File: src/rtl/fc_pkg.sv
package fc_pkg;
    typedef enum logic [1:0] {
        ST_IDLE  = 2'd0,
        ST_DWAIT = 2'd1,
        ST_HOLD  = 2'd2
    } fc_state_e;

    typedef enum logic [1:0] {
        MD_OFF  = 2'b00,
        MD_NORM = 2'b01,
        MD_PF   = 2'b10,
        MD_RT   = 2'b11
    } fc_mode_e;
endpackage

File: src/rtl/fc_byte_sel.sv
module fc_byte_sel #(
    parameter int WB = 4
) (
    input  logic [WB*8-1:0]       word_i,
    input  logic [$clog2(WB)-1:0] sel_i,
    output logic [7:0]            byte_o
);
    always_comb byte_o = word_i[{sel_i, 3'b000} +: 8];
endmodule

File: src/rtl/fetch_cache.sv
module fetch_cache
    import fc_pkg::*;
#(
    parameter int AW        = 16,
    parameter int FLASH_LAT = 3
) (
    input  logic          clk,
    input  logic          rst_n,
    input  logic          mode_wr_i,
    input  logic [1:0]    mode_i,
    input  logic          flash_mod_i,
    input  logic          cpu_req_i,
    input  logic          cpu_data_i,
    input  logic [AW-1:0] cpu_addr_i,
    output logic          cpu_ready_o,
    output logic [7:0]    cpu_rdata_o,
    output logic          fl_req_o,
    output logic [AW-3:0] fl_addr_o,
    input  logic          fl_valid_i,
    input  logic [31:0]   fl_rdata_i
);
    localparam int WB   = 4;
    localparam int OFFW = $clog2(WB);
    localparam int TAGW = AW - OFFW;
    localparam int CW   = $clog2(FLASH_LAT + 1);
    localparam int NSRC = 4;  // instr line, data line, look-ahead, flash return

    typedef struct packed {
        logic            v;
        logic [TAGW-1:0] tag;
        logic [31:0]     dat;
    } line_t;

    typedef struct packed {
        fc_state_e       st;
        fc_mode_e        mode;
        line_t           il;
        line_t           dl;
        line_t           pb;
        logic            pf_busy;
        logic [TAGW-1:0] pf_tag;
        logic            stale;
        logic [TAGW-1:0] rq_tag;
        logic [OFFW-1:0] rq_off;
        logic            rq_data;
        logic [CW-1:0]   cnt;
        logic            rdy;
        logic [7:0]      rdata;
    } regs_t;

    regs_t q, d;

    logic [TAGW-1:0] req_tag;
    logic [OFFW-1:0] req_off;
    assign req_tag = cpu_addr_i[AW-1:OFFW];
    assign req_off = cpu_addr_i[OFFW-1:0];

    // byte selection for every data source
    logic [31:0]     src_word [NSRC];
    logic [OFFW-1:0] src_sel  [NSRC];
    logic [7:0]      src_byte [NSRC];
    assign src_word[0] = q.il.dat;   assign src_sel[0] = req_off;
    assign src_word[1] = q.dl.dat;   assign src_sel[1] = req_off;
    assign src_word[2] = q.pb.dat;   assign src_sel[2] = req_off;
    assign src_word[3] = fl_rdata_i; assign src_sel[3] = q.rq_off;

    for (genvar g = 0; g < NSRC; g++) begin : g_sel
        fc_byte_sel #(.WB(WB)) u_sel (
            .word_i (src_word[g]),
            .sel_i  (src_sel[g]),
            .byte_o (src_byte[g])
        );
    end

    logic flush, accept, cached, flash_free, il_hit, dl_hit, pb_hit;
    logic hit, promote, demand, base_v;
    logic [TAGW-1:0] base_tag, next_tag;
    logic [7:0] hit_byte;

    always_comb begin
        d        = q;
        d.rdy    = 1'b0;
        fl_req_o = 1'b0;
        fl_addr_o = '0;
        demand   = 1'b0;
        hit      = 1'b0;
        promote  = 1'b0;
        hit_byte = '0;

        flush      = mode_wr_i | flash_mod_i;
        accept     = cpu_req_i && !q.rdy && (q.st == ST_IDLE);
        cached     = (q.mode != MD_OFF);
        flash_free = (q.st != ST_DWAIT) && !q.pf_busy;
        il_hit     = q.il.v && (q.il.tag == req_tag);
        dl_hit     = q.dl.v && (q.dl.tag == req_tag);
        pb_hit     = q.pb.v && (q.pb.tag == req_tag) && (q.mode == MD_PF);

        // look-ahead return
        if (fl_valid_i && q.pf_busy) begin
            d.pf_busy = 1'b0;
            d.stale   = 1'b0;
            if (!q.stale) d.pb = '{v: 1'b1, tag: q.pf_tag, dat: fl_rdata_i};
        end

        case (q.st)
            ST_DWAIT: if (fl_valid_i) begin
                d.st    = ST_IDLE;
                d.rdy   = 1'b1;
                d.rdata = src_byte[3];
                d.stale = 1'b0;
                if (!q.stale && cached) begin
                    if (q.rq_data) d.dl = '{v: 1'b1, tag: q.rq_tag, dat: fl_rdata_i};
                    else           d.il = '{v: 1'b1, tag: q.rq_tag, dat: fl_rdata_i};
                end
            end
            ST_HOLD: begin
                if (q.cnt == '0) begin
                    d.st  = ST_IDLE;
                    d.rdy = 1'b1;
                end else begin
                    d.cnt = q.cnt - 1'b1;
                end
            end
            default: if (accept) begin
                if (cpu_data_i) begin
                    hit      = cached && dl_hit;
                    hit_byte = src_byte[1];
                end else begin
                    hit      = cached && (il_hit || pb_hit);
                    promote  = !il_hit && pb_hit;
                    hit_byte = il_hit ? src_byte[0] : src_byte[2];
                end
                if (hit) begin
                    d.rdata = hit_byte;
                    if (q.mode == MD_RT) begin
                        d.st  = ST_HOLD;
                        d.cnt = CW'(FLASH_LAT - 1);
                    end else begin
                        d.rdy = 1'b1;
                    end
                    if (promote) begin
                        d.il   = q.pb;
                        d.pb.v = 1'b0;
                    end
                end else if (flash_free) begin
                    demand    = 1'b1;
                    fl_req_o  = 1'b1;
                    fl_addr_o = req_tag;
                    d.st      = ST_DWAIT;
                    d.rq_tag  = req_tag;
                    d.rq_off  = req_off;
                    d.rq_data = cpu_data_i;
                end
            end
        endcase

        // sequential look-ahead, lower priority than demand
        base_v   = promote ? 1'b1 : q.il.v;
        base_tag = promote ? q.pb.tag : q.il.tag;
        next_tag = base_tag + 1'b1;
        if ((q.mode == MD_PF) && !demand && flash_free && !flush && base_v &&
            !(d.pb.v && d.pb.tag == next_tag)) begin
            fl_req_o  = 1'b1;
            fl_addr_o = next_tag;
            d.pf_busy = 1'b1;
            d.pf_tag  = next_tag;
            d.pb.v    = 1'b0;
        end

        if (flush) begin
            d.il.v  = 1'b0;
            d.dl.v  = 1'b0;
            d.pb.v  = 1'b0;
            d.stale = d.pf_busy || (d.st == ST_DWAIT);
            if (mode_wr_i) d.mode = fc_mode_e'(mode_i);
        end
    end

    always_ff @(posedge clk or negedge rst_n) begin
        if (!rst_n) begin
            q      <= '0;
            q.mode <= MD_NORM;
        end else begin
            q <= d;
        end
    end

    assign cpu_ready_o = q.rdy;
    assign cpu_rdata_o = q.rdata;

    // outstanding flash reads, tracked from the port pins
    logic [1:0] outst_q;
    always_ff @(posedge clk or negedge rst_n) begin
        if (!rst_n) outst_q <= '0;
        else case ({fl_req_o, fl_valid_i})
            2'b10:   outst_q <= outst_q + 1'b1;
            2'b01:   outst_q <= outst_q - 1'b1;
            default: outst_q <= outst_q;
        endcase
    end


    single_outstanding_chk: assert property (@(posedge clk) disable iff (!rst_n)
        fl_req_o |-> (outst_q == 2'd0));

    ready_pulse_chk: assert property (@(posedge clk) disable iff (!rst_n)
        cpu_ready_o |=> !cpu_ready_o);

    ready_after_req_chk: assert property (@(posedge clk) disable iff (!rst_n)
        cpu_ready_o |-> $past(cpu_req_i));

    flush_clears_chk: assert property (@(posedge clk) disable iff (!rst_n)
        (mode_wr_i || flash_mod_i) |=> !(q.il.v || q.dl.v || q.pb.v));

    off_keeps_nothing_chk: assert property (@(posedge clk) disable iff (!rst_n)
        (q.mode == MD_OFF) |-> !(q.il.v || q.dl.v || q.pb.v));
endmodule

File: config.mk
export PLATFORM = sky130hd
export DESIGN_NAME = fetch_cache
export DESIGN_NICKNAME = d
export VERILOG_FILES = /design/src/rtl/fc_pkg.sv /design/src/rtl/fc_byte_sel.sv /design/src/rtl/fetch_cache.sv
export SDC_FILE = /design/constraint.sdc
export NUM_CORES = 1
export LEC_CHECK = 0
export BUFFER_PORTS_ARGS = -buffer_cell sky130_fd_sc_hd__clkbuf_2
export CORE_AREA = 2 2 182 113
export DETAILED_ROUTE_END_ITERATION = 10
export DIE_AREA = 0 0 184 115
export HOLD_SLACK_MARGIN = 0.08
export PLACE_DENSITY_LB_ADDON = 0.12
export REMOVE_ABC_BUFFERS = 1
export SKIP_LAST_GASP = 1
export SLEW_MARGIN = 25
export SYNTH_ARGS = -nofsm -noshare
export SYNTH_HDL_FRONTEND = slang
export SYNTH_SLANG_ARGS = --single-unit
File: constraint.sdc
create_clock -name clk -period 5.2 [get_ports clk]
set_clock_uncertainty 0.05 [all_clocks]
set_input_delay 0.26 -clock clk [delete_from_list [all_inputs] [get_ports clk]]
set_output_delay 0.26 -clock clk [all_outputs]
set_load 0.05 [all_outputs]
# Word level (Yosys, flattened, before mapping)
# Cells that the tools add are included.
totals:
  elab_cells: 166
  ff_bits: 189
  inputBits: 57
  out_inout_bits: 24
op_classes:
  n_addsub: 2
  n_eq_ne: 18
  bitwise: 6
  n_reduce_logical: 53
  n_shift: 4
  n_mux: 63
ops:
  columns: ["cell", "count"]
  rows:
  - ["47-bit 2-to-1 mux", 7]
  - ["94-bit 2-to-1 mux", 2]
  - ["32-bit by 6-bit indexed part select with 8-bit output", 4]
  - ["47-bit one-hot mux with 2 select lines", 1]
  - ["14-bit 2-to-1 mux", 6]
  - ["14-bit == test", 4]
  - ["48-bit 2-to-1 mux", 1]
  - ["1-bit 2-to-1 mux", 28]
  - ["11-bit 2-to-1 mux", 2]
  - ["2-bit nonzero test", 11]
  - ["1-bit logical AND", 18]
  - ["2-bit 2-to-1 mux", 8]
  - ["8-bit 2-to-1 mux", 2]
  - ["8-bit one-hot mux with 2 select lines", 1]
  - ["4-bit AND reduction", 4]
  - ["15-bit 2-to-1 mux", 1]
  - ["14-bit by 1-bit adder with 14-bit output (second input constant)", 1]
  - ["7-bit AND reduction", 2]
  - ["2-bit inequality test (second input constant)", 5]
  - ["9-bit 2-to-1 mux", 1]
  - ["3-bit inequality test (second input constant)", 3]
  - ["3-bit nonzero test", 3]
  - ["2-bit one-hot mux with 2 select lines", 2]
  - ["1-bit logical NOT", 7]
  - ["other kinds (12)", 22]

# Logic depth before layout (Yosys ltp)
# Gate-level depths: netlist (run 1).
logic_depth:
  word_depth: 20
  depth_mapped: 20
  ltp_nobuf: 16

# Hierarchy
# From an unflattened synthesis (run 1), not the netlist that was laid out.
hier_totals:
  cells_unflattened: 804
  area_unflattened_um2: 10258.6
modules_own_cells:
  columns: ["module", "cells_each", "instances", "area_per_inst_um2", "seq_area_each_um2"]
  rows:
  - ["fetch_cache", 764, 1, 9472.8, 4730.8]
  - ["fc_byte_sel", 10, 4, 196.4, 0.0]

# Worst setup path after synthesis (run 1)
# Ideal clock, no wire load.
synth_path:
  kind: "flip-flop to output port"
  start: "register q[80] in the netlist's numbering"
  end: "output port fl_addr_o[0]"
  setup_slack_ns: 0.207
  arrival_time_ns: 4.683
  n_path_buf: 4
  required_ns: 4.890
  path_stages_with_launch: 20
  path_cell_list: "dfrtp_1 buf_6 xor2_1 nor4_2 nand4_1 nor4_4 clkbuf_1 nand2_1 nand2_1 ha_1 buf_2 nand2_1 or4_1 a21oi_1 nor3_1 nand4_1 a2111o_1 nor3_2 clkbuf_2 o21ai_0"
synth_via:
  elab_chain_len: 18
  elab_cells_between_ends: 39
  classes_between: "1 x add/sub; 2 x eq/ne; 23 x mux; 13 x reduce/logical"
synth_rtl:
  columns: ["element", "line", "source"]
  rows:
  - ["from (decl)", "fetch_cache.sv:51", "regs_t q, d;"]
  - ["branches (longest 17 deep; another with 14-bit by 1-bit adder with 14-bit output)", null, null]
  - ["14-bit 2-to-1 mux (*)", "fetch_cache.sv:161", "if ((q.mode == MD_PF) && !demand && flash_free && !flush && base_v &&"]
  - ["to (decl)", "fetch_cache.sv:18", "output logic [AW-3:0] fl_addr_o,"]
# Every way passes the cells marked *. The select of a mux whose other input is x is not followed.

# Worst setup path after layout (run 1)
layout_path:
  start: "register q[76] in the netlist's numbering"
  end: "output port fl_req_o"
layout_via:
  elab_chain_len: 18
  elab_cells_between_ends: 36
  classes_between: "1 x add/sub; 2 x eq/ne; 20 x mux; 13 x reduce/logical"
layout_rtl:
  columns: ["element", "line", "source"]
  rows:
  - ["branches (longest 17 deep; another with 14-bit by 1-bit adder with 14-bit output)", null, null]
  - ["1-bit 2-to-1 mux (*)", "fetch_cache.sv:161", null]
  - ["to (decl)", "fetch_cache.sv:17", "output logic fl_req_o,"]
# Marks and branches as above.

==> results.ini, run 1 <==
[outcome]
status = completed

[power_and_ir_drop]
power.density_nw_per_um2 = 458
clkPwrFrac_pct = 24.1
switchingPower_uw = 2270
power_uw = 5710
pwr-share-comb_pct = 35.5
cellLeakagePower_uw = 0.00577
peakVddDrop_v = 0.000255
p_int_uw = 3440
p_seq_share_pct = 40.3
switching_share_pct = 39.7

[critical_path]
slowest_stage = dfrtp_2
cpPeakStageDelay_ns = 0.48
crit_path_frequent_cell = nor4_4
cp_max_fo = 7
cp.arrival_ns = 4.77
path_cells = xor2_4 > nor4_4 > nand4_1 > nor4_4 > nand2_1 > nand2_2 > ha_4 > nand2_4 > nor4_4 > xnor2_1 > xnor2_1 > or3_1 > a2111o_1 > or3_4 > a21o_1 > buf_6
crit_path_end_kind = output pin
path_class = reg -> out
cp.required_ns = 4.89
startpoint_type = flop

[synth]
synthCells = 995
syn_area_um2 = 10500
ys_types = 64
synth_seq_cells = 189
ys_warn_count = 0
ys_seq_area_share_pct = 44.9
synth_ff_type = dfrtp_1
synth-edff-count = 0
async_flop_share_pct = 100
syn_avg_cell_area_um2 = 10.6

[route]
wire_per_inst_um = 22.7
totalWireLength_um = 31100
vias = 8417
first_iter_violations = 1015
postRouteAntennaNets = 0
drc = 0
drtPass1Iterations = 5
vias_per_cell = 6.17

[timing]
final_max_slew_viol_count = 0
hold_violations = 0
rsz0062_at_grt = true
worst_slack_ns = 0.116
worst-slew-pin-transition_ns = 0.941
fin_crit_ns = 5.08
setup_viol_count_final = 0
whs_ns = 0.108
relSlewSlack_pct = 37.0
max_freq_ghz = 0.197
period_share_pct = 97.8

[global_route]
grt_pass1_vias = 8040
grt-ovfl-total = 0
grt_pass1_wl_um = 47500
antenna_found_initial = 1
grt_max_degree = 79
grt_usage_pct = 30.3

[flow_run]
cap_violations = 0

[placement]
place_inst = 1285
dp_hpwl_um = 20500
dpl_worst_slack_ns = 0.322
port_buffers = 80
place_congestion = 0.969

[cts]
clockRootBuffer = clkbuf_16
clkTransAtPathRegs_ns = 0.08
clk_latency_ns = 0.45
ctsHtreeMaxLevel = 4
numCtsBuffers = 17
cts.sinks = 189
clockBufferDepth = 2
cts_tree = done

[final_layout]
areaGrowthSynthToFinish_pct = 18.3
finalNetCount = 1162
num_antenna_cells = 0
final_layout_size_suffix_gt1_share_pct = 28.7
fin_util_pct = 63.9
final_cell_count_no_fill = 1365

[floorplan]
fp.dieH_um = 115
row_count = 40
die_w_um = 184
core-area_um2 = 19500
die-area_um2 = 21200
io_pins = 81
initial_core_util_pct = 54.0

[hold_path]
hold_path_class = in -> reg

## state kept, by name (all words and copies together), names as in the netlist
| name | flops |
|---|---|
| cpu_rdata_o | 8 |
| q | 180 |
| cpu_ready_o | 1 |
## worst max-delay path: cells and delay by family (launching register included)
family	cells	cell delay, ns
buffers and inverters	1	0.16
XOR/XNOR	3	0.51
adder cells (fa/ha/maj)	1	0.17
flip-flops	1	0.48
AO/OA/AOI/OAI	2	0.67
AND/OR/NAND/NOR	9	2.34
## metal layers
| metal | global-route usage, % | part of all wire [%] | vias to the layer above | routed length [um] |
|---|---|---|---|---|
| met1 | 49.3 | 50 | 4179 | 15600 |
| met4 | 6.61 | 0.61 | 0 | 188 |
| met5 | 0 | 0 | - | 0 |
| li1 | - | - | 3825 | - |
| met3 | 8.39 | 9.6 | 21 | 2970 |
| met2 | 39.5 | 40 | 392 | 12300 |
## power groups by stage
stage	clock (uW)	combinational (uW)	sequential (uW)
2_1_floorplan	0	1230	2280
3_3_place_gp	0	1870	2290
3_5_place_dp	0	1900	2300
4_1_cts	1390	1950	2290
5_1_grt	1460	2200	2350
6_report	1380	2030	2300
## final timing paths
check | slack, ns | startpoint | cells past startpoint | endpoint
max | 0.12 | q[76] | 16 | fl_req_o
min | 0.11 | fl_rdata_i[3] | 2 | q[94]
max reg2reg | 0.78 | q[76] | 17 | q[39]
min reg2reg | 0.46 | q[107] | 1 | q[107]
max in group asynchronous | 3.47 | rst_n | 3 | q[178]
min in group asynchronous | 0.33 | rst_n | 2 | q[123]
## cells in the final DEF (no fill, tap or decap), drive strengths merged, types with 7 or more instances in the layout
cell type | netlist | routed
dfrtp | 188 | 188
nand2 | 102 | 102
clkbuf | 30 | 86
mux2 | 82 | 82
nor2 | 66 | 66
a21oi | 58 | 58
buf | 46 | 53
inv | 43 | 52
o21ai | 50 | 50
a22oi | 47 | 47
xnor2 | 43 | 43
dlygate4sd3 | 0 | 39
mux4 | 32 | 32
xor2 | 27 | 27
a21o | 17 | 17
nor4 | 17 | 17
nand4 | 16 | 16
nand3 | 16 | 16
o41a | 14 | 14
mux2i | 13 | 13
nor3 | 10 | 10
a222oi | 8 | 8
o211ai | 7 | 7
## synthesized netlist by cell type (4+ instances only)
cell | instances | area [um2]
a21o_1 | 17 | 128
a21oi_1 | 58 | 290
a222oi_1 | 8 | 80.1
a22oi_1 | 47 | 353
and3_1 | 5 | 31.3
buf_1 | 8 | 30.0
buf_2 | 21 | 105
buf_4 | 15 | 113
clkbuf_1 | 29 | 109
dfrtp_1 | 188 | 4700
ha_1 | 5 | 62.6
inv_1 | 43 | 161
mux2_2 | 82 | 923
mux2i_1 | 13 | 130
mux4_2 | 32 | 721
nand2_1 | 102 | 383
nand2b_1 | 4 | 25.0
nand3_1 | 16 | 80.1
nand3b_1 | 4 | 30.0
nand4_1 | 15 | 93.8
nor2_1 | 66 | 248
nor3_1 | 9 | 45.0
nor4_1 | 11 | 68.8
nor4_2 | 4 | 50.1
o211ai_1 | 7 | 52.6
o21ai_0 | 28 | 140
o21ai_1 | 22 | 110
o41a_1 | 14 | 158
or3_1 | 6 | 37.5
xnor2_1 | 43 | 377
xor2_1 | 27 | 236
## kinds of logic (layout without fill, tap and decap cells)
group	after synthesis	after routing	share of synthesized area, %
compound gates	225	225	14.5
fa+ha+maj	5	5	0.594
buf+inv	119	237	5.18
flops	189	189	44.9
xor+xnor	71	71	6.03
mux	127	127	16.8
simple gates	259	259	11.9
## timing repair
action	in CTS	in global routing
resized for setup	11	40
hold buffers	40	0
buffers inserted	0	8
pin swaps	0	6
endpoints found under the hold margin	134	0
setup endpoints to repair	15	15
cloned	0	1
## through the flow
| step | cell area, um2 | TNS, ns |
|---|---|---|
| 6_report | 12500 | 0 |
| 5_1_grt | 12500 | -0.341 |
| 4_1_cts | 12300 | 0 |
| 3_5_place_dp | 11200 | 0 |
| 3_3_place_gp | 11200 | 0 |
| 2_1_floorplan | 10200 | -80.25 |
## final cells by class
type	instances	area (um2)
Tap cell	252	315
Sequential cell	189	4740
Inverter	43	161
Clock inverter	15	188
Clock buffer	17	425
Fill cell	1597	7050
Timing Repair Buffer	162	1170
Multi-Input combinational cell	687	5470
No activity file was read; power rests on OpenSTA's default activity.
==> run 2, diff against run 1 <==
--- a/config.mk
+++ b/config.mk
@@ -5,7 +5,7 @@
 export SDC_FILE = /design/constraint.sdc
 export NUM_CORES = 1
 export LEC_CHECK = 0
-export BUFFER_PORTS_ARGS = -buffer_cell sky130_fd_sc_hd__clkbuf_2
+export BUFFER_PORTS_ARGS = -buffer_cell sky130_fd_sc_hd__buf_2
 export CORE_AREA = 2 2 182 113
 export DETAILED_ROUTE_END_ITERATION = 10
 export DIE_AREA = 0 0 184 115
==> results.ini, run 2 (same netlist as run 1, synthesis figures left out) <==
[outcome]
status = completed  ; unchanged

[cts]
clockRootBuffer = clkbuf_16  ; unchanged
ctsHtreeMaxLevel = 4  ; unchanged
cts.sinks = 189  ; unchanged
clkTransAtPathRegs_ns = 0.06  ; was 0.08 ns
clk_latency_ns = 0.45  ; about the same
clockBufferDepth = 2  ; unchanged
cts_tree = done  ; unchanged
numCtsBuffers = 17  ; unchanged

[timing]
max_freq_ghz = 0.198  ; was 0.197 GHz
fin_crit_ns = 5.05  ; was 5.08 ns
worst-slew-pin-transition_ns = 1.13  ; was 0.941 ns
final_max_slew_viol_count = 0  ; unchanged
hold_violations = 0  ; unchanged
period_share_pct = 97.1  ; was 97.8%
rsz0062_at_grt = true  ; unchanged
relSlewSlack_pct = 25.0  ; was 37.0%
setup_viol_count_final = 0  ; unchanged

[final_layout]
finalNetCount = 1163  ; was 1162
final-seq-area_um2 = 4740  ; about the same
final_cell_count_no_fill = 1365  ; unchanged
final_layout_size_suffix_gt1_share_pct = 28.4  ; was 28.7%
final_cell_mix = dfrtp_1 (182), nand2_1 (99), mux2_2 (82), buf_2 (76), nor2_1 (65)  ; was dfrtp_1 (183), nand2_1 (99), mux2_2 (82), clkbuf_2 (67), nor2_1 (64)
largest_reg_flops = 180  ; unchanged
num_antenna_cells = 0  ; unchanged
layout.cells.most_common = dfrtp_1  ; unchanged
multi_input_area_um2 = 5470  ; about the same
areaGrowthSynthToFinish_pct = 18.3  ; about the same
fillers = 1582  ; was 1597
largest_register = q  ; unchanged

[critical_path]
cp_max_fo = 7  ; unchanged
cp.required_ns = 4.89  ; about the same
path_class = reg -> out  ; unchanged
cp.arrival_ns = 4.74  ; was 4.77 ns
crit_path_end_kind = output pin  ; unchanged
startpoint_type = flop  ; unchanged

[floorplan]
die_w_um = 184  ; unchanged
core-area_um2 = 19500  ; unchanged
io_pins = 81  ; unchanged
die-area_um2 = 21200  ; unchanged
fp.dieH_um = 115  ; unchanged
row_count = 40  ; unchanged
initial_core_util_pct = 54.0  ; unchanged

[power_and_ir_drop]
power.density_nw_per_um2 = 459  ; was 458 nW/um2
cellLeakagePower_uw = 0.00575  ; was 0.00577 uW
clkPwrFrac_pct = 24.1  ; about the same
peakVddDrop_v = 0.000286  ; was 0.000255 V
pwr-share-comb_pct = 35.4  ; was 35.5%
power_uw = 5710  ; about the same
switchingPower_uw = 2180  ; was 2270 uW
p_seq_share_pct = 40.5  ; was 40.3%
p_int_uw = 3530  ; was 3440 uW
switching_share_pct = 38.2  ; was 39.7%

[route]
vias = 8500  ; was 8417
vias_per_cell = 6.23  ; was 6.17
totalWireLength_um = 30300  ; was 31100 um
drc = 0  ; unchanged
first_iter_violations = 947  ; was 1015
drtPass1Iterations = 5  ; unchanged
postRouteAntennaNets = 0  ; unchanged
wire_per_inst_um = 22.2  ; was 22.7 um

[placement]
dp_hpwl_um = 20100  ; was 20500 um
place_congestion = 0.946  ; was 0.969
port_buffers = 80  ; unchanged
place_inst = 1283  ; was 1285

[global_route]
antenna_found_initial = 0  ; was 1
grt_usage_pct = 29.9  ; was 30.3%
grt-ovfl-total = 0  ; unchanged
grt_pass1_vias = 8022  ; was 8040
grt_pass1_wl_um = 47200  ; was 47500 um
grt_max_degree = 169  ; was 79

[flow_run]
cap_violations = 0  ; unchanged

[hold_path]
hold_path_class = in -> reg  ; unchanged

run 2: layout make-up:
cell class	instances	area share (%)
clock buffers	19	3.55
flip-flops and latches	189	38.0
well taps	252	2.53
clock inverters	12	1.30
repair buffers	163	9.39
inverters	43	1.30
multi-input cells	687	43.9
run 2: layer usage:
layer	vias to the layer above	routed length [um]	track usage [%]
met4	0	557	9.07
met1	4230	14800	47.9
met5	-	0	0
li1	3816	-	-
met2	408	11700	37.7
met3	46	3180	9.31
run 2: final timing paths:
path / cells after the start / slack [ns] / start / to
hold reg to reg: 1 / 0.45 / q[107] / q[107]
setup / recovery: 16 / 0.15 / q[185] / fl_req_o
min in group asynchronous: 2 / 0.20 / rst_n / q[125]
hold / removal: 3 / 0.09 / cpu_addr_i[4] / q[16]
setup reg to reg: 16 / 0.93 / q[185] / q[36]
max in group asynchronous: 3 / 3.63 / rst_n / q[92]
run 2: what timing repair did:
item,4_1_cts,5_1_grt
hold buffers,42,0
endpoints found under the setup margin,15,15
endpoints found under the hold margin,92,0
pin swaps,5,12
gates resized for setup,19,19
buffers inserted,3,6
run 2: power by group through the flow:
stage | combinational, uW | sequential [uW] | clock [uW]
after floorplan | 1230 | 2280 | 0
after global placement | 1850 | 2280 | 0
after detailed placement | 1870 | 2300 | 0
after CTS | 1940 | 2290 | 1380
after global routing | 2190 | 2360 | 1450
final | 2020 | 2310 | 1380
run 2: worst max-delay path, stage by stage (launching register included):
cell	delay [ns]
dfstp_2	0.41
nand3b_1	0.27
nor4_2	0.38
nand4_1	0.22
nor4_4	0.28
nand2_1	0.11
nand2_2	0.12
ha_4	0.18
nand2_4	0.11
or4_4	0.51
and3_1	0.21
nor3_2	0.17
nand4_1	0.11
a2111o_1	0.44
or3_4	0.38
a21o_1	0.21
buf_4	0.19
run 2: through the flow:
stage                     TNS, ns  cell area (um2)  util (%)  setup WS (ns)  hold WS (ns)
final                           0            12500      63.9          0.150        0.0940
after global routing       -0.512            12500      63.9        -0.0649        0.0966
after CTS                       0            12300      63.1       0.000291        0.0839
after detailed placement        0            11200      57.3          0.304        0.0889
after global placement          0            11200      57.3          0.334        0.0930
after floorplan            -80.25            10200         -          -1.46       -0.0856
==> run 3, diff against run 2 <==
--- a/config.mk
+++ b/config.mk
@@ -5,12 +5,13 @@
 export SDC_FILE = /design/constraint.sdc
 export NUM_CORES = 1
 export LEC_CHECK = 0
-export BUFFER_PORTS_ARGS = -buffer_cell sky130_fd_sc_hd__buf_2
 export CORE_AREA = 2 2 182 113
 export DETAILED_ROUTE_END_ITERATION = 10
 export DIE_AREA = 0 0 184 115
+export DONT_BUFFER_PORTS = 1
+export GPL_ROUTABILITY_DRIVEN = 0
 export HOLD_SLACK_MARGIN = 0.08
-export PLACE_DENSITY_LB_ADDON = 0.12
+export PLACE_DENSITY = 0.8
 export REMOVE_ABC_BUFFERS = 1
 export SKIP_LAST_GASP = 1
 export SLEW_MARGIN = 25
==> results.ini, run 3 (same netlist as run 1, synthesis figures left out) <==
[outcome]
status = completed  ; unchanged

[critical_path]
r2r-start = q[76]  ; was q[185]
startpoint_type = flop  ; unchanged
cp.required_ns = 4.89  ; about the same
critPathLaunch = q[76]  ; was q[185]
r2r_cells = 18  ; was 16
cp_max_fo = 7  ; unchanged
cp.arrival_ns = 4.88  ; was 4.74 ns
r2r_end = q[39]  ; was q[36]
path_class = reg -> out  ; unchanged
rrSetupSlack_ns = 0.63  ; was 0.93 ns
crit_path_end_kind = output pin  ; unchanged

[placement]
port_buffers = 0  ; was 80
dp_hpwl_um = 20200  ; was 20100 um
place_inst = 1216  ; was 1283

[floorplan]
row_count = 40  ; unchanged
initial_core_util_pct = 54.0  ; unchanged
core-area_um2 = 19500  ; unchanged
die_w_um = 184  ; unchanged
die-area_um2 = 21200  ; unchanged
io_pins = 81  ; unchanged
fp.dieH_um = 115  ; unchanged

[global_route]
grt_usage_pct = 31.3  ; was 29.9%
grt_max_degree = 190  ; was 169
grt-ovfl-total = 0  ; unchanged
grt_pass1_wl_um = 49600  ; was 47200 um
antenna_found_initial = 2  ; was 0
grt_pass1_vias = 8562  ; was 8022

[timing]
tns_ns = 0  ; unchanged
relSlewSlack_pct = 28.5  ; was 25.0%
max_freq_ghz = 0.193  ; was 0.198 GHz
setup_viol_count_final = 0  ; unchanged
final_max_slew_viol_count = 0  ; unchanged
fin_crit_ns = 5.19  ; was 5.05 ns
worst-slew-pin-transition_ns = 1.07  ; was 1.13 ns
period_share_pct = 99.9  ; was 97.1%
hold_violations = 0  ; unchanged

[route]
drtPass1Iterations = 8  ; was 5
dr_wl_met2_um = 13400  ; was 11700 um
postRouteAntennaNets = 0  ; unchanged
totalWireLength_um = 32900  ; was 30300 um
vias = 8818  ; was 8500
vias_per_cell = 6.67  ; was 6.23
drc = 0  ; unchanged
wire_per_inst_um = 24.8  ; was 22.2 um
route.met3.wl_um = 4630  ; was 3180 um
first_iter_violations = 1358  ; was 947
met1Wirelength_um = 13900  ; was 14800 um
highest_layer = met5  ; was met4

[cts]
numCtsBuffers = 17  ; unchanged
clockBufferDepth = 2  ; unchanged
cts.sinks = 189  ; unchanged
clkTransAtPathRegs_ns = 0.09  ; was 0.06 ns
ctsHtreeMaxLevel = 4  ; unchanged
clockRootBuffer = clkbuf_16  ; unchanged
cts_tree = done  ; unchanged
clk_latency_ns = 0.46  ; was 0.45 ns

[power_and_ir_drop]
cellLeakagePower_uw = 0.00564  ; was 0.00575 uW
power_uw = 5730  ; was 5710 uW
p_int_uw = 3440  ; was 3530 uW
power.density_nw_per_um2 = 457  ; was 459 nW/um2
switchingPower_uw = 2290  ; was 2180 uW
peakVddDrop_v = 0.000323  ; was 0.000286 V
pwr-share-comb_pct = 33.8  ; was 35.4%
switching_share_pct = 40.0  ; was 38.2%
p_seq_share_pct = 42.3  ; was 40.5%
clkPwrFrac_pct = 23.9  ; was 24.1%

[flow_run]
cap_violations = 0  ; unchanged

[final_layout]
final-seq-area_um2 = 4730  ; was 4740 um2
num_antenna_cells = 0  ; unchanged
areaGrowthSynthToFinish_pct = 19.1  ; was 18.3%
finalNetCount = 1120  ; was 1163
multi_input_area_um2 = 5440  ; was 5470 um2
final_cell_mix = dfrtp_1 (185), nand2_1 (99), mux2_2 (82), nor2_1 (64)  ; was dfrtp_1 (182), nand2_1 (99), mux2_2 (82), buf_2 (76), nor2_1 (65)
largest_register = q  ; unchanged
layout.cells.most_common = dfrtp_1  ; unchanged
largest_reg_flops = 180  ; unchanged
final_cell_count_no_fill = 1323  ; was 1365
fillers = 1458  ; was 1582
final_layout_size_suffix_gt1_share_pct = 23.8  ; was 28.4%

[hold_path]
hold_path_class = in -> reg  ; unchanged
hold_end = cpu_rdata_o[0]  ; was q[16]
min_delay_path_depth = 3  ; unchanged
min_from = fl_rdata_i[0]  ; was cpu_addr_i[4]

run 3: changes by cell type in the layout (fill, tap and decap cells not counted), sizes merged:
cell	change
buf	-59
dlygate4sd3	+16
inv	+6
bufinv	-3
clkbuf	-2
clkinv	+1
clkinvlp	-1
run 3: how the worst max path moves through the flow:
stage | slack [ns] | to
finish | 0.008 | fl_addr_o[10]
global route | -0.12 | fl_addr_o[10]
CTS | 0.006 | fl_addr_o[10]
detailed placement | 0.32 | fl_addr_o[10]
global placement | 0.44 | fl_addr_o[10]
floorplan | -1.46 | q[138]
run 3: stage by stage:
stage	instance area (um2)	setup WS, ns	utilization (%)	hold WS [ns]
final	12600	0.00757	64.3	0.0963
after global routing	12600	-0.117	64.3	0.118
after CTS	12300	0.00620	63.3	0.0840
after detailed placement	11000	0.322	56.3	-0.0768
after global placement	11000	0.442	56.3	-0.0777
after floorplan	10200	-1.46	-	-0.0856
run 3: metal layers:
layer	vias to the layer above	GRT usage, %
li1	3740	-
met1	4412	45.9
met2	569	42.8
met3	93	11.8
met4	4	10.4
met5	-	0
run 3: what timing repair did:
item                       in CTS  in global routing
setup endpoints to repair      15                 15
hold buffers                   59                  0
pin swaps                       7                  8
gates resized for setup        11                 18
cloned                          0                  2
hold endpoints to repair      317                  0
buffers inserted                7                  7
run 3: cell type report:
cell class | count | area share [%]
Multi-Input combinational cell | 687 | 43.4
Sequential cell | 189 | 37.7
Timing Repair Buffer | 120 | 10.1
Clock buffer | 17 | 3.39
Tap cell | 252 | 2.51
Clock inverter | 15 | 1.60
Inverter | 43 | 1.29
run 3: critical path, cell delays in order, from the launching register on:
cell and delay [ns]:
dfrtp_1 0.44, xor2_1 0.22, nor4_4 0.37, nand4_1 0.25, nor4_4 0.39, nand2_1 0.14
nand2_2 0.13, ha_4 0.17, nand2_4 0.08, or4_4 0.50, and3_1 0.20, nor3_1 0.19
nand4_1 0.12, a2111o_1 0.43, nor3_4 0.19, buf_12 0.15, buf_12 0.12, o21ai_1 0.10
clkbuf_16 0.22
run 3: power by group through the flow:
| stage | clock [uW] | sequential [uW] | combinational, uW |
|---|---|---|---|
| CTS | 1380 | 2390 | 1850 |
| detailed placement | 0 | 2400 | 1710 |
| global placement | 0 | 2380 | 1650 |
| global route | 1440 | 2480 | 2080 |
| floorplan | 0 | 2280 | 1230 |
| finish | 1370 | 2430 | 1940 |
